===== src/rtl/ifg_pkg.sv =====
package ifg_pkg;

   typedef enum logic [1:0] {
      SPD_10M  = 2'd0,
      SPD_100M = 2'd1,
      SPD_1G   = 2'd2,
      SPD_ALT  = 2'd3
   } ifg_speed_e;

   typedef enum logic [2:0] {
      EV_NONE    = 3'd0,
      EV_TX_B2B  = 3'd1,
      EV_TX_IDLE = 3'd2,
      EV_RX      = 3'd3,
      EV_RETRY   = 3'd4
   } ifg_event_e;

endpackage


===== src/rtl/ifg_event_decode.sv =====
module ifg_event_decode
   import ifg_pkg::*;
(
   input  logic       tx_pending,
   input  logic       tx_done,
   input  logic       rx_done,
   input  logic       tx_collision,
   output ifg_event_e ev_kind,
   output logic       ev_valid
);

   // collision over receive over transmit
   always_comb begin
      if (tx_collision)
         ev_kind = EV_RETRY;
      else if (rx_done)
         ev_kind = EV_RX;
      else if (tx_done)
         ev_kind = tx_pending ? EV_TX_B2B : EV_TX_IDLE;
      else
         ev_kind = EV_NONE;
   end

   assign ev_valid = (ev_kind != EV_NONE);

endmodule


===== src/rtl/ifg_gap_select.sv =====
module ifg_gap_select
   import ifg_pkg::*;
#(
   parameter int GAP_W       = 10,
   parameter int MIN_GAP     = 12,
   parameter bit ADAPTIVE_EN = 1'b1
) (
   input  ifg_event_e       ev_kind,
   input  logic [GAP_W-1:0] aifs_val,
   input  logic [GAP_W-1:0] ipg_val,
   output logic [GAP_W-1:0] target
);

   localparam logic [GAP_W-1:0] FLOOR = GAP_W'(MIN_GAP);

   logic [GAP_W-1:0] base_gap;

   assign base_gap = (ipg_val > FLOOR) ? ipg_val : FLOOR;

   generate
      if (ADAPTIVE_EN) begin : g_adaptive
         always_comb begin
            if (ev_kind == EV_TX_B2B && aifs_val > base_gap)
               target = aifs_val;
            else
               target = base_gap;
         end
      end else begin : g_fixed
         logic unused_aifs;
         assign unused_aifs = ^{aifs_val, ev_kind};
         assign target      = base_gap;
      end
   endgenerate

endmodule


===== src/rtl/ifg_tick_gen.sv =====
module ifg_tick_gen
   import ifg_pkg::*;
#(
   parameter int DIV_10M  = 100,
   parameter int DIV_100M = 10,
   parameter int DIV_1G   = 1
) (
   input  logic       clk,
   input  logic       rst_n,
   input  logic [1:0] speed_sel,
   input  logic       restart,
   output logic       tick
);

   localparam int DIV_MAX = (DIV_10M > DIV_100M) ?
                            ((DIV_10M > DIV_1G) ? DIV_10M : DIV_1G) :
                            ((DIV_100M > DIV_1G) ? DIV_100M : DIV_1G);
   localparam int PRE_W   = (DIV_MAX > 1) ? $clog2(DIV_MAX) : 1;

   generate
      if (DIV_MAX == 1) begin : g_direct
         logic unused_in;
         assign unused_in = ^{clk, rst_n, speed_sel, restart};
         assign tick      = 1'b1;
      end else begin : g_prescale
         localparam logic [PRE_W-1:0] LAST_10M  = PRE_W'(DIV_10M - 1);
         localparam logic [PRE_W-1:0] LAST_100M = PRE_W'(DIV_100M - 1);
         localparam logic [PRE_W-1:0] LAST_1G   = PRE_W'(DIV_1G - 1);

         logic [PRE_W-1:0] pre_q;
         logic [PRE_W-1:0] last_val;

         always_comb begin
            case (speed_sel)
               SPD_10M:  last_val = LAST_10M;
               SPD_100M: last_val = LAST_100M;
               default:  last_val = LAST_1G;
            endcase
         end

         assign tick = (pre_q >= last_val);

         always_ff @(posedge clk) begin
            if (!rst_n)
               pre_q <= '0;
            else if (restart || tick)
               pre_q <= '0;
            else
               pre_q <= pre_q + PRE_W'(1);
         end
      end
   endgenerate

endmodule


===== src/rtl/ifg_gap_counter.sv =====
module ifg_gap_counter #(
   parameter int GAP_W = 10
) (
   input  logic             clk,
   input  logic             rst_n,
   input  logic [1:0]       speed_sel,
   input  logic             ev_valid,
   input  logic [GAP_W-1:0] target,
   input  logic             tick,
   output logic             restart,
   output logic             busy
);

   logic [GAP_W-1:0] elapsed_q;
   logic [GAP_W-1:0] target_q;
   logic [1:0]       speed_q;
   logic             spd_chg;
   logic [GAP_W-1:0] elapsed_nxt;

   assign spd_chg     = busy && (speed_sel != speed_q);
   assign restart     = ev_valid || spd_chg;
   assign elapsed_nxt = elapsed_q + GAP_W'(1);

   always_ff @(posedge clk) begin
      if (!rst_n)
         speed_q <= '0;
      else
         speed_q <= speed_sel;
   end

   always_ff @(posedge clk) begin
      if (!rst_n) begin
         busy      <= 1'b0;
         elapsed_q <= '0;
         target_q  <= '0;
      end else if (ev_valid) begin
         busy      <= 1'b1;
         elapsed_q <= '0;
         target_q  <= target;
      end else if (spd_chg) begin
         elapsed_q <= '0;
      end else if (busy && tick) begin
         if (elapsed_nxt >= target_q) begin
            busy      <= 1'b0;
            elapsed_q <= '0;
         end else begin
            elapsed_q <= elapsed_nxt;
         end
      end
   end

endmodule


===== src/rtl/ifg_gate.sv =====
module ifg_gate
   import ifg_pkg::*;
#(
   parameter int GAP_W       = 10,
   parameter int MIN_GAP     = 12,
   parameter int DIV_10M     = 100,
   parameter int DIV_100M    = 10,
   parameter int DIV_1G      = 1,
   parameter bit ADAPTIVE_EN = 1'b1
) (
   input  logic             clk,
   input  logic             rst_n,
   input  logic [1:0]       speed_sel,
   input  logic [GAP_W-1:0] aifs_val,
   input  logic [GAP_W-1:0] ipg_val,
   input  logic             tx_pending,
   input  logic             tx_done,
   input  logic             rx_done,
   input  logic             tx_collision,
   output logic             tx_permit
);

   initial begin
      AST_CFG_GAP_FITS: assert (MIN_GAP > 0 && MIN_GAP < (1 << GAP_W))
         else $error("MIN_GAP does not fit GAP_W");
      AST_CFG_DIVISORS: assert (DIV_10M > 0 && DIV_100M > 0 && DIV_1G > 0)
         else $error("divisors must be positive");
   end

   ifg_event_e       ev_kind;
   logic             ev_valid;
   logic [GAP_W-1:0] target;
   logic             byte_tick;
   logic             restart;
   logic             busy;

   ifg_event_decode u_decode (
      .tx_pending   (tx_pending),
      .tx_done      (tx_done),
      .rx_done      (rx_done),
      .tx_collision (tx_collision),
      .ev_kind      (ev_kind),
      .ev_valid     (ev_valid)
   );

   ifg_gap_select #(
      .GAP_W       (GAP_W),
      .MIN_GAP     (MIN_GAP),
      .ADAPTIVE_EN (ADAPTIVE_EN)
   ) u_select (
      .ev_kind  (ev_kind),
      .aifs_val (aifs_val),
      .ipg_val  (ipg_val),
      .target   (target)
   );

   ifg_tick_gen #(
      .DIV_10M  (DIV_10M),
      .DIV_100M (DIV_100M),
      .DIV_1G   (DIV_1G)
   ) u_tick (
      .clk       (clk),
      .rst_n     (rst_n),
      .speed_sel (speed_sel),
      .restart   (restart),
      .tick      (byte_tick)
   );

   ifg_gap_counter #(
      .GAP_W (GAP_W)
   ) u_count (
      .clk       (clk),
      .rst_n     (rst_n),
      .speed_sel (speed_sel),
      .ev_valid  (ev_valid),
      .target    (target),
      .tick      (byte_tick),
      .restart   (restart),
      .busy      (busy)
   );

   assign tx_permit = !busy;

endmodule


===== config.mk =====
export PLATFORM = sky130hd
export DESIGN_NAME = ifg_gate
export DESIGN_NICKNAME = d
export VERILOG_FILES = /design/src/rtl/ifg_pkg.sv /design/src/rtl/ifg_event_decode.sv /design/src/rtl/ifg_gap_select.sv /design/src/rtl/ifg_tick_gen.sv /design/src/rtl/ifg_gap_counter.sv /design/src/rtl/ifg_gate.sv
export SDC_FILE = /design/constraint.sdc
export NUM_CORES = 1
export LEC_CHECK = 0
export BUFFER_PORTS_ARGS = -buffer_cell sky130_fd_sc_hd__buf_2
export CAP_MARGIN = 10
export CORE_AREA = 5 5 78 80
export CTS_BUF_LIST = sky130_fd_sc_hd__clkbuf_8
export CTS_CLUSTER_SIZE = 28
export DETAILED_ROUTE_END_ITERATION = 16
export DIE_AREA = 0 0 83 85
export PLACE_DENSITY = 0.67
export SLEW_MARGIN = 10
export SYNTH_ARGS = -nofsm -noshare
export SYNTH_HDL_FRONTEND = slang
export SYNTH_SLANG_ARGS = --single-unit

===== constraint.sdc =====
create_clock -name clk -period 8.2 [get_ports clk]
set_input_delay 1.64 -clock clk [delete_from_list [all_inputs] [get_ports clk]]
set_output_delay 1.64 -clock clk [all_outputs]
set_load 0.03 [all_outputs]

-- Word-level counts from Yosys, hierarchy flattened
Index checks and enable logic that the tools add are counted.
- multipliers: 0
- reduce and logical (&&, ||, !) cells: 13
- shifts and indexed selects: 0
- equal/unequal tests: 4
- muxes and demuxes: 12
- add/sub/neg operators: 2
- magnitude comparators: 4
- bitwise gates (word level): 1
- div/mod/pow operators: 0
- operator list (operator ; count):
    two-way mux 10 bit ; 3
    case mux 7 bit (2 select lines) ; 1
    adder 10 x 1 -> 10 bit (second input constant) ; 1
    >= comparator 10 bit ; 1
    > comparator 10 bit ; 1
    > comparator 10 x 4 -> 1 bit (second input constant) ; 1
    two-way mux 3 bit ; 3
    adder 7 x 1 -> 7 bit (second input constant) ; 1
    >= comparator 7 bit ; 1
    two-way mux 1 bit ; 4
    nonzero test 2 bit ; 2
    equality test 3 x 1 -> 1 bit (second input constant) ; 1
    logical AND 1 bit ; 3
    AND reduction 3 bit ; 1
    nonzero test 3 bit ; 1
    OR reduction 3 bit ; 1
    equality test 2 x 1 -> 1 bit (second input constant) ; 1
    logical NOT 2 bit ; 1
    logical OR 1 bit ; 2
    two-way mux 2 bit ; 1
    inequality test 2 x 1 -> 1 bit (second input constant) ; 1
    inequality test 2 bit ; 1
    OR reduction 2 bit ; 1
    logical NOT 1 bit ; 1
    NOT 1 bit ; 1
- memories: 0
- memory bits (read-only): 0
- bits in writable memories: 0
- bits in latches: 0
- register bits after elaboration: 30
- output and inout bits: 1
- input port bits: 28

-- Depth between registers and ports, before layout
Gate-level depths: netlist of run 1.
- depth after elaboration: 8
- depth in mapped cells: 13
- gate-level depth less buffers: 11

-- Cells and area by module
From an unflattened synthesis of run 1, not the netlist that was laid out.
- cell total of the unflattened synthesis: 261
- area, all modules: 2274.7 µm²
- by module, submodules not included (module ; area each (µm²) ; instances ; cells an instance ; seq. area each (µm²)):
    ifg_gap_counter ; 1381.3 ; 1 ; 154 ; 460.4
    ifg_gap_select ; 434.2 ; 1 ; 55 ; 0.0
    ifg_tick_gen ; 417.9 ; 1 ; 44 ; 140.1
    ifg_event_decode ; 37.5 ; 1 ; 7 ; 0.0
    ifg_gate ; 3.8 ; 1 ; 1 ; 0.0

-- Least setup slack after synthesis of run 1
Ideal clock, no wire load.
- path type: input port to flip-flop
- from: input port ipg_val[7]
- to: register u_count.target_q[1]
- data required time: 8.109 ns
- arrival time: 4.036 ns
- setup time: 0.091 ns
- path buffers: 2
- stages on the path: 12
- path slack: 4.073 ns
- path through: or4_1 nor3_1 nand2_1 and2_1 ha_1 nand2b_1 a211oi_2 a2111oi_1 a311o_1 buf_6 buf_6 a311oi_1
- word-level cells in the longest chain between the ends: 5
- ends and longest elaborated chain (item ; line ; text):
    from (decl) ; ifg_gate.sv:15 ; input logic [GAP_W-1:0] ipg_val,
    > comparator 10 x 4 -> 1 bit ; ifg_gap_select.sv:18 ; assign base_gap = (ipg_val > FLOOR) ? ipg_val : FLOOR;
    two-way mux 10 bit (*) ; ifg_gap_select.sv:18 ;
    > comparator 10 bit ; ifg_gap_select.sv:23 ; if (ev_kind == EV_TX_B2B && aifs_val > base_gap)
    logical AND 1 bit ; ifg_gap_select.sv:23 ;
    two-way mux 10 bit (*) ; ifg_gap_select.sv:23 ;
    to (signal assigned) ; ifg_gap_counter.sv:39 ; target_q <= target;
    to (decl) ; ifg_gap_counter.sv:15 ; logic [GAP_W-1:0] target_q;
Mark *: on every way between the ends. The rest lies on a longest branch, timed or not.
A chain may end at the register's enable or synchronous reset.

-- Worst setup path in the final report of run 1
- from: input port ipg_val[7]
- to: register u_count.target_q[9]
Same word-level chain as after synthesis.

==> summary.md, run 1 <==
| Metric | Value |
|---|---|
| Top cell type's share of synthesized area | 29.3% |
| Crit path max fanout | 18 |
| Syn_nets | 304 |
| Overall power | 325 uW |
| Gr usage total | 12.2% |
| Core Area | 5340 sq um |
| Slowest CP cell | a311o_1 |
| DRC | 0 |
| Ports | 29 |
| Flops & latches, synth | 30 |
| RSZ-0062 raised after global routing | no |
| Hold_sp | u_tick.g_prescale.pre_q[0]$_SDFF_PP0_ |
| Slew margin rel. | 49.4% |
| Arr. time, crit path | 4.55 ns |
| Via count | 1773 |
| Synth Flop Type | dfxtp_1 |
| Port buffer count | 28 |
| Root Buffer | clkbuf_8 |
| Tmin final | 4.37 ns |
| Share of layout cells above drive strength 1 | 15.5% |
| Cell count after synthesis | 249 |
| Hold_buf cts | 0 |
| Post-DRT Antenna Nets | 0 |
| Max_cap viols | 0 |
| Sum of negative setup slack | 0 ns |
| Area Overhead vs Synth | 14.0% |
| # nets final | 332 |
| Max Slew Vio Count | 0 |
| Power density cells | 139 nW/um^2 |
| Antenna violations before repair | 0 |
| Final WL | 4190 microns |
| Setup Crit Path Kind | in -> reg |
| Synth warn | 0 |
| Skew-Pair Late Insertion Delay | 0.28 ns |
| Period utilisation layout | 53.3% |
| Count leader, synth | dfxtp_1 |
| Detailed Place HPWL | 3300 microns |
| Final core occ | 43.7% |
| CP endpoint kind | register |
| Worst path max stage delay | 0.60 ns |
| DR vias/cell | 5.07 |
| Sequential area share after synthesis | 29.3% |
| Ant diodes | 0 |
| Asr flop ratio synth | 0% |
| Syn Area/Cell | 8.23 sq um |
| Min Hold Slack | 0.463 ns |
| Flop2flop setup slack | 5.32 ns |
| CTS-repair resized insts | 0 |
| Most common library cells after synthesis | dfxtp_1, ha_1, nand2_1 |
| Site Rows | 27 |
| Die width | 83 microns |
| Post-Layout Cell Count | 350 |
| WL/cell | 12.0 microns |
| Die Height | 85 microns |
| Area leader, netlist | dfxtp_1 |
| Post-Place Worst Slack | 3.52 ns |
| Largest net degree at the start of global routing | 22 |
| Worst flop-to-flop path endpoint | u_count.elapsed_q[2]$_SDFFE_PP0P_ |
| Hold path depth | 1 |
| CTS tree | done |
| Post-placement cell count | 342 |
| Largest cells by area after synthesis | dfxtp_1, ha_1, nand2_1 |
| Die Area | 7060 sq um |
| DP Area | 2240 sq um |
| Iter 0 DRT Violations | 69 |
| Unique masters post-synth | 44 |
| Worst-margin pin slew | 0.759 ns |
| Critical path cell sequence | buf_2 > or4_1 > nor3_1 > nand2_1 > nand2_1 > ha_1 > nand2b_1 > a211oi_2 > a2111oi_1 > a311o_1 > nor3_1 > a311oi_1 |
| Post-synth EDFFs | 0 |
| Post-route clock skew | 0.00745 ns |
| First-pass GRT wire length | 7290 microns |
| Crit Reg-Reg Startpoint | u_count.elapsed_q[0]$_SDFFE_PP0P_ |
| Leakage | 1.00 nW |
| Crit path required time | 8.39 ns |
| Final instance area | 2330 sq um |
| Final GP Congestion | 0.906 |
| Htree depth | 2 |
| Router iterations before antenna repair | 4 |
| VDD IR max | 0.0692 mV |
| Outcome | completed |
| Critical Path Source Type | input pin |
| R2R depth | 10 |
| Worst Setup Slack, final | 3.83 ns |
| Clk sinks | 30 |
| Final setup vio count | 0 |
| Peak Freq | 229 MHz |
| Gr ovfl total | 0 |
| CTS Buffer Depth | 2 |
| Fin. Hold Viols | 0 |
| CTS buffer count | 5 |
| Hold crit path type | reg -> reg |
| Vias in the first global route | 1728 |
| Hold endpoint | u_tick.g_prescale.pre_q[0]$_SDFF_PP0_ |
| Initial Util | 38.4% |
| Post-CTS Setup Repair Bufs | 0 |
| Worst-path clk slew | 0.07 ns |
| Post-Syn Area | 2050 sq um |
==> area by class of cell <==
type                       instances  area [sq um]
clock buffer                       6          82.6
clock inverter                     2          12.5
fill                             570          3000
inverter                          24          90.1
multi-input combinational        187          1310
sequential                        30           601
tap                               72          90.1
timing repair buffer              29           148
==> power by group <==
group	switching (mW)	internal (mW)	leakage (nW)
sequential	0.00230	0.150	0.245
combinational	0.0279	0.0206	0.711
clock	0.0566	0.0673	0.0472
==> logic make-up (layout without fill, tap and decap cells) <==
family                     Yosys count  after routing  share of synthesized area (%)
AOI/OAI and AO/OA                   55             55                           19.4
xor gates and xnor gates            15             15                           6.41
adders and majority gates           27             27                           16.5
buffers and inverters               32             61                           6.66
DFF                                 30             30                           29.3
and+or+nand+nor                     90             90                           21.7
==> placed cells by master (no fill, tap or decap), types with 2 or more instances in the layout <==
| cell | count |
|---|---|
| a211o_1 | 2 |
| a21o_1 | 3 |
| a21oi_1 | 6 |
| a2bb2oi_1 | 2 |
| a311oi_1 | 9 |
| and2_1 | 3 |
| and3_1 | 4 |
| buf_2 | 28 |
| clkbuf_8 | 6 |
| dfxtp_1 | 30 |
| ha_1 | 27 |
| inv_1 | 24 |
| nand2_1 | 27 |
| nand2b_1 | 3 |
| nand3_1 | 10 |
| nand4_1 | 3 |
| nand4b_1 | 2 |
| nor2_1 | 18 |
| nor3_1 | 11 |
| o21ai_0 | 11 |
| o21ai_1 | 3 |
| o221ai_1 | 2 |
| o22ai_1 | 6 |
| o41ai_1 | 2 |
| or4_1 | 2 |
| xnor2_1 | 9 |
| xor2_1 | 6 |
==> worst max path at each step <==
stage                     from                          endpoint
detailed placement  ipg_val[7]  u_count.target_q[8]$_SDFFE_PN0P_
finish              ipg_val[7]  u_count.target_q[9]$_SDFFE_PN0P_
global route        ipg_val[7]  u_count.target_q[7]$_SDFFE_PN0P_
CTS                 ipg_val[7]  u_count.target_q[8]$_SDFFE_PN0P_
global placement    ipg_val[7]  u_count.target_q[5]$_SDFFE_PN0P_
floorplan           ipg_val[7]  u_count.target_q[1]$_SDFFE_PN0P_
==> layer usage <==
metal | vias to the layer above | global-route usage [%] | routed length [microns]
met3 | 8 | 2.04 | 188
li1 | 955 | - | -
met4 | 0 | 5.79 | 89
met1 | 772 | 15.9 | 2090
met2 | 38 | 19.6 | 1820
met5 | - | 0 | 0
==> worst max-delay path, delay by kind of cell <==
family | cells | cell delay (ns)
AND/OR/NAND/NOR | 6 | 1.19
AO/OA/AOI/OAI | 4 | 1.36
buffers and inverters | 1 | 0.10
adder cells (fa/ha/maj) | 1 | 0.26
==> flip-flops by register name, indices dropped and copies added, names as in the netlist <==
signal                   flops
u_count.busy                 1
u_count.elapsed_q           10
u_count.speed_q              2
u_count.target_q            10
u_tick.g_prescale.pre_q      7
Power figures use the tool's default switching activity.
==> run 2, diff against run 1 <==
==> constraint.sdc (replaced) <==
create_clock -name clk -period 4.2 [get_ports clk]
set_input_delay 0.84 -clock clk [delete_from_list [all_inputs] [get_ports clk]]
set_output_delay 0.84 -clock clk [all_outputs]
set_load 0.03 [all_outputs]
==> summary.md, run 2 (same netlist as run 1, synthesis figures left out) <==
| Metric | Value |
|---|---|
| Arr. time, crit path | 3.53 ns (was 4.55 ns) |
| Worst-margin pin slew | 0.782 ns (was 0.759 ns) |
| Crit path required time | 4.39 ns (was 8.39 ns) |
| Die width | 83 microns (unchanged) |
| CTS Buffer Depth | 2 (unchanged) |
| R2R depth | 10 (unchanged) |
| Tmin final | 3.34 ns |
| Hold path depth | 1 (unchanged) |
| Post-CTS Setup Repair Bufs | 0 (unchanged) |
| Slew margin rel. | 47.9% (was 49.4%) |
| Largest net degree at the start of global routing | 22 (unchanged) |
| Antenna violations before repair | 0 (unchanged) |
| Gr usage total | 12.7% (was 12.2%) |
| CTS buffer count | 5 (unchanged) |
| Final GP Congestion | 0.915 (was 0.906) |
| Hold_buf cts | 0 (unchanged) |
| Power density cells | 269 nW/um^2 (was 139 nW/um^2) |
| Hold crit path type | reg -> reg (unchanged) |
| Share of layout cells above drive strength 1 | 15.4% (was 15.5%) |
| Gr ovfl total | 0 (unchanged) |
| Site Rows | 27 (unchanged) |
| Die Height | 85 microns (unchanged) |
| Vias in the first global route | 1752 (was 1728) |
| Max Slew Vio Count | 0 (unchanged) |
| # nets final | 333 (was 332) |
| Commonest non-fill, non-tap cell in the layout | dfxtp_1 (unchanged) |
| WL/cell | 12.3 microns (was 12.0 microns) |
| DR vias/cell | 5.23 (was 5.07) |
| Htree depth | 2 (unchanged) |
| Period utilisation layout | 79.4% |
| Core Area | 5340 sq um (unchanged) |
| Sum of negative setup slack | 0 ns (unchanged) |
| Detailed Place HPWL | 3390 microns (was 3300 microns) |
| Clk sinks | 30 (unchanged) |
| Ports | 29 (unchanged) |
| CP endpoint kind | register (unchanged) |
| Area Overhead vs Synth | 14.2% (was 14.0%) |
| Post-placement cell count | 343 (was 342) |
| DP Area | 2250 sq um (was 2240 sq um) |
| Fin. Hold Viols | 0 (unchanged) |
| Fillers | 553 (was 570) |
| CTS-repair resized insts | 0 (unchanged) |
| Post-Layout Cell Count | 351 (was 350) |
| Post-route clock skew | 0.00595 ns (was 0.00745 ns) |
| Skew-Pair Late Insertion Delay | 0.28 ns (about the same) |
| Final setup vio count | 0 (unchanged) |
| Post-DRT Antenna Nets | 0 (unchanged) |
| First-pass GRT wire length | 7560 microns (was 7290 microns) |
| Biggest regs | u_count.elapsed_q: 10 flops, u_count.target_q: 10 flops, u_tick.g_prescale.pre_q: 7 flops (unchanged) |
| Max_cap viols | 0 (unchanged) |
| Router iterations before antenna repair | 4 (unchanged) |
| Peak Freq | 300 MHz |
| VDD IR max | 0.146 mV (was 0.0692 mV) |
| Final instance area | 2340 sq um (was 2330 sq um) |
| Final WL | 4330 microns (was 4190 microns) |
| DRC | 0 (unchanged) |
| Via count | 1836 (was 1773) |
| Most frequent cells in the layout | dfxtp_1, buf_2, nand2_1, ha_1, inv_1 (unchanged) |
| Setup Crit Path Kind | in -> reg (unchanged) |
| Crit path max fanout | 18 (unchanged) |
| Final core occ | 43.8% (was 43.7%) |
| Initial Util | 38.4% (unchanged) |
| Iter 0 DRT Violations | 66 (was 69) |
| Outcome | completed (unchanged) |
| CTS tree | done (unchanged) |
| Root Buffer | clkbuf_8 (unchanged) |
| Port buffer count | 28 (unchanged) |
| Die Area | 7060 sq um (unchanged) |
| Critical Path Source Type | input pin (unchanged) |
| Ant diodes | 0 (unchanged) |
| RSZ-0062 raised after global routing | no (unchanged) |
| Worst-path clk slew | 0.06 ns (was 0.07 ns) |
| Leakage | 1.01 nW (was 1.00 nW) |
-- run 2: changes by cell type in the layout (fill, tap and decap cells not counted), sizes merged --
cell and change:
buf +1, clkinvlp -1, inv +1
-- run 2: final timing paths --
| kind | startpoint | end | slack (ns) |
|---|---|---|---|
| setup reg to reg | u_count.elapsed_q[0]$_SDFFE_PP0P_ | u_count.elapsed_q[2]$_SDFFE_PP0P_ | 1.27 |
| setup / recovery | ipg_val[7] | u_count.target_q[6]$_SDFFE_PN0P_ | 0.86 |
| hold / removal | u_tick.g_prescale.pre_q[0]$_SDFF_PP0_ | u_tick.g_prescale.pre_q[0]$_SDFF_PP0_ | 0.46 |
| hold reg to reg | u_tick.g_prescale.pre_q[0]$_SDFF_PP0_ | u_tick.g_prescale.pre_q[0]$_SDFF_PP0_ | 0.46 |
-- run 2: worst max-delay path: stages --
cell and delay [ns]:
buf_2 0.10, or4_1 0.50, nor3_1 0.26, nand2_1 0.11, nand2_1 0.11, ha_1 0.26, nand2b_1 0.11, a211oi_2 0.08
a2111oi_1 0.49, a311o_1 0.19, buf_4 0.21, nor3_1 0.07, a311oi_1 0.20
-- run 2: metrics by stage --
stage,setup WS [ns],total power [mW],hold WS (ns)
2_1_floorplan,0.873,0.366,0.430
3_3_place_gp,0.668,0.398,0.448
3_5_place_dp,0.601,0.400,0.455
4_1_cts,0.885,0.635,0.470
5_1_grt,0.672,0.666,0.486
6_report,0.864,0.628,0.461
-- run 2: area by class of cell --
cell class	count	area, sq um	area share (%)
inverter	24	90.1	3.85
tap	72	90.1	3.85
clock inverter	2	8.76	0.375
timing repair buffer	30	155	6.63
multi-input combinational	187	1310	56.1
clock buffer	6	82.6	3.53
sequential	30	601	25.7
-- run 2: power by group --
group / switching [mW] / leakage, nW / total, mW / internal (mW)
registers: 0.00437 / 0.245 / 0.298 / 0.294
logic: 0.0554 / 0.715 / 0.0960 / 0.0407
clock network: 0.105 / 0.0524 / 0.234 / 0.129
-- run 2: metal layers --
layer,GRT usage [%],vias to the layer above,wire length [microns]
li1,-,954,-
met1,15.8,819,2130
met2,20.8,53,1840
met3,2.14,10,223
met4,7.13,0,127
met5,0,-,0
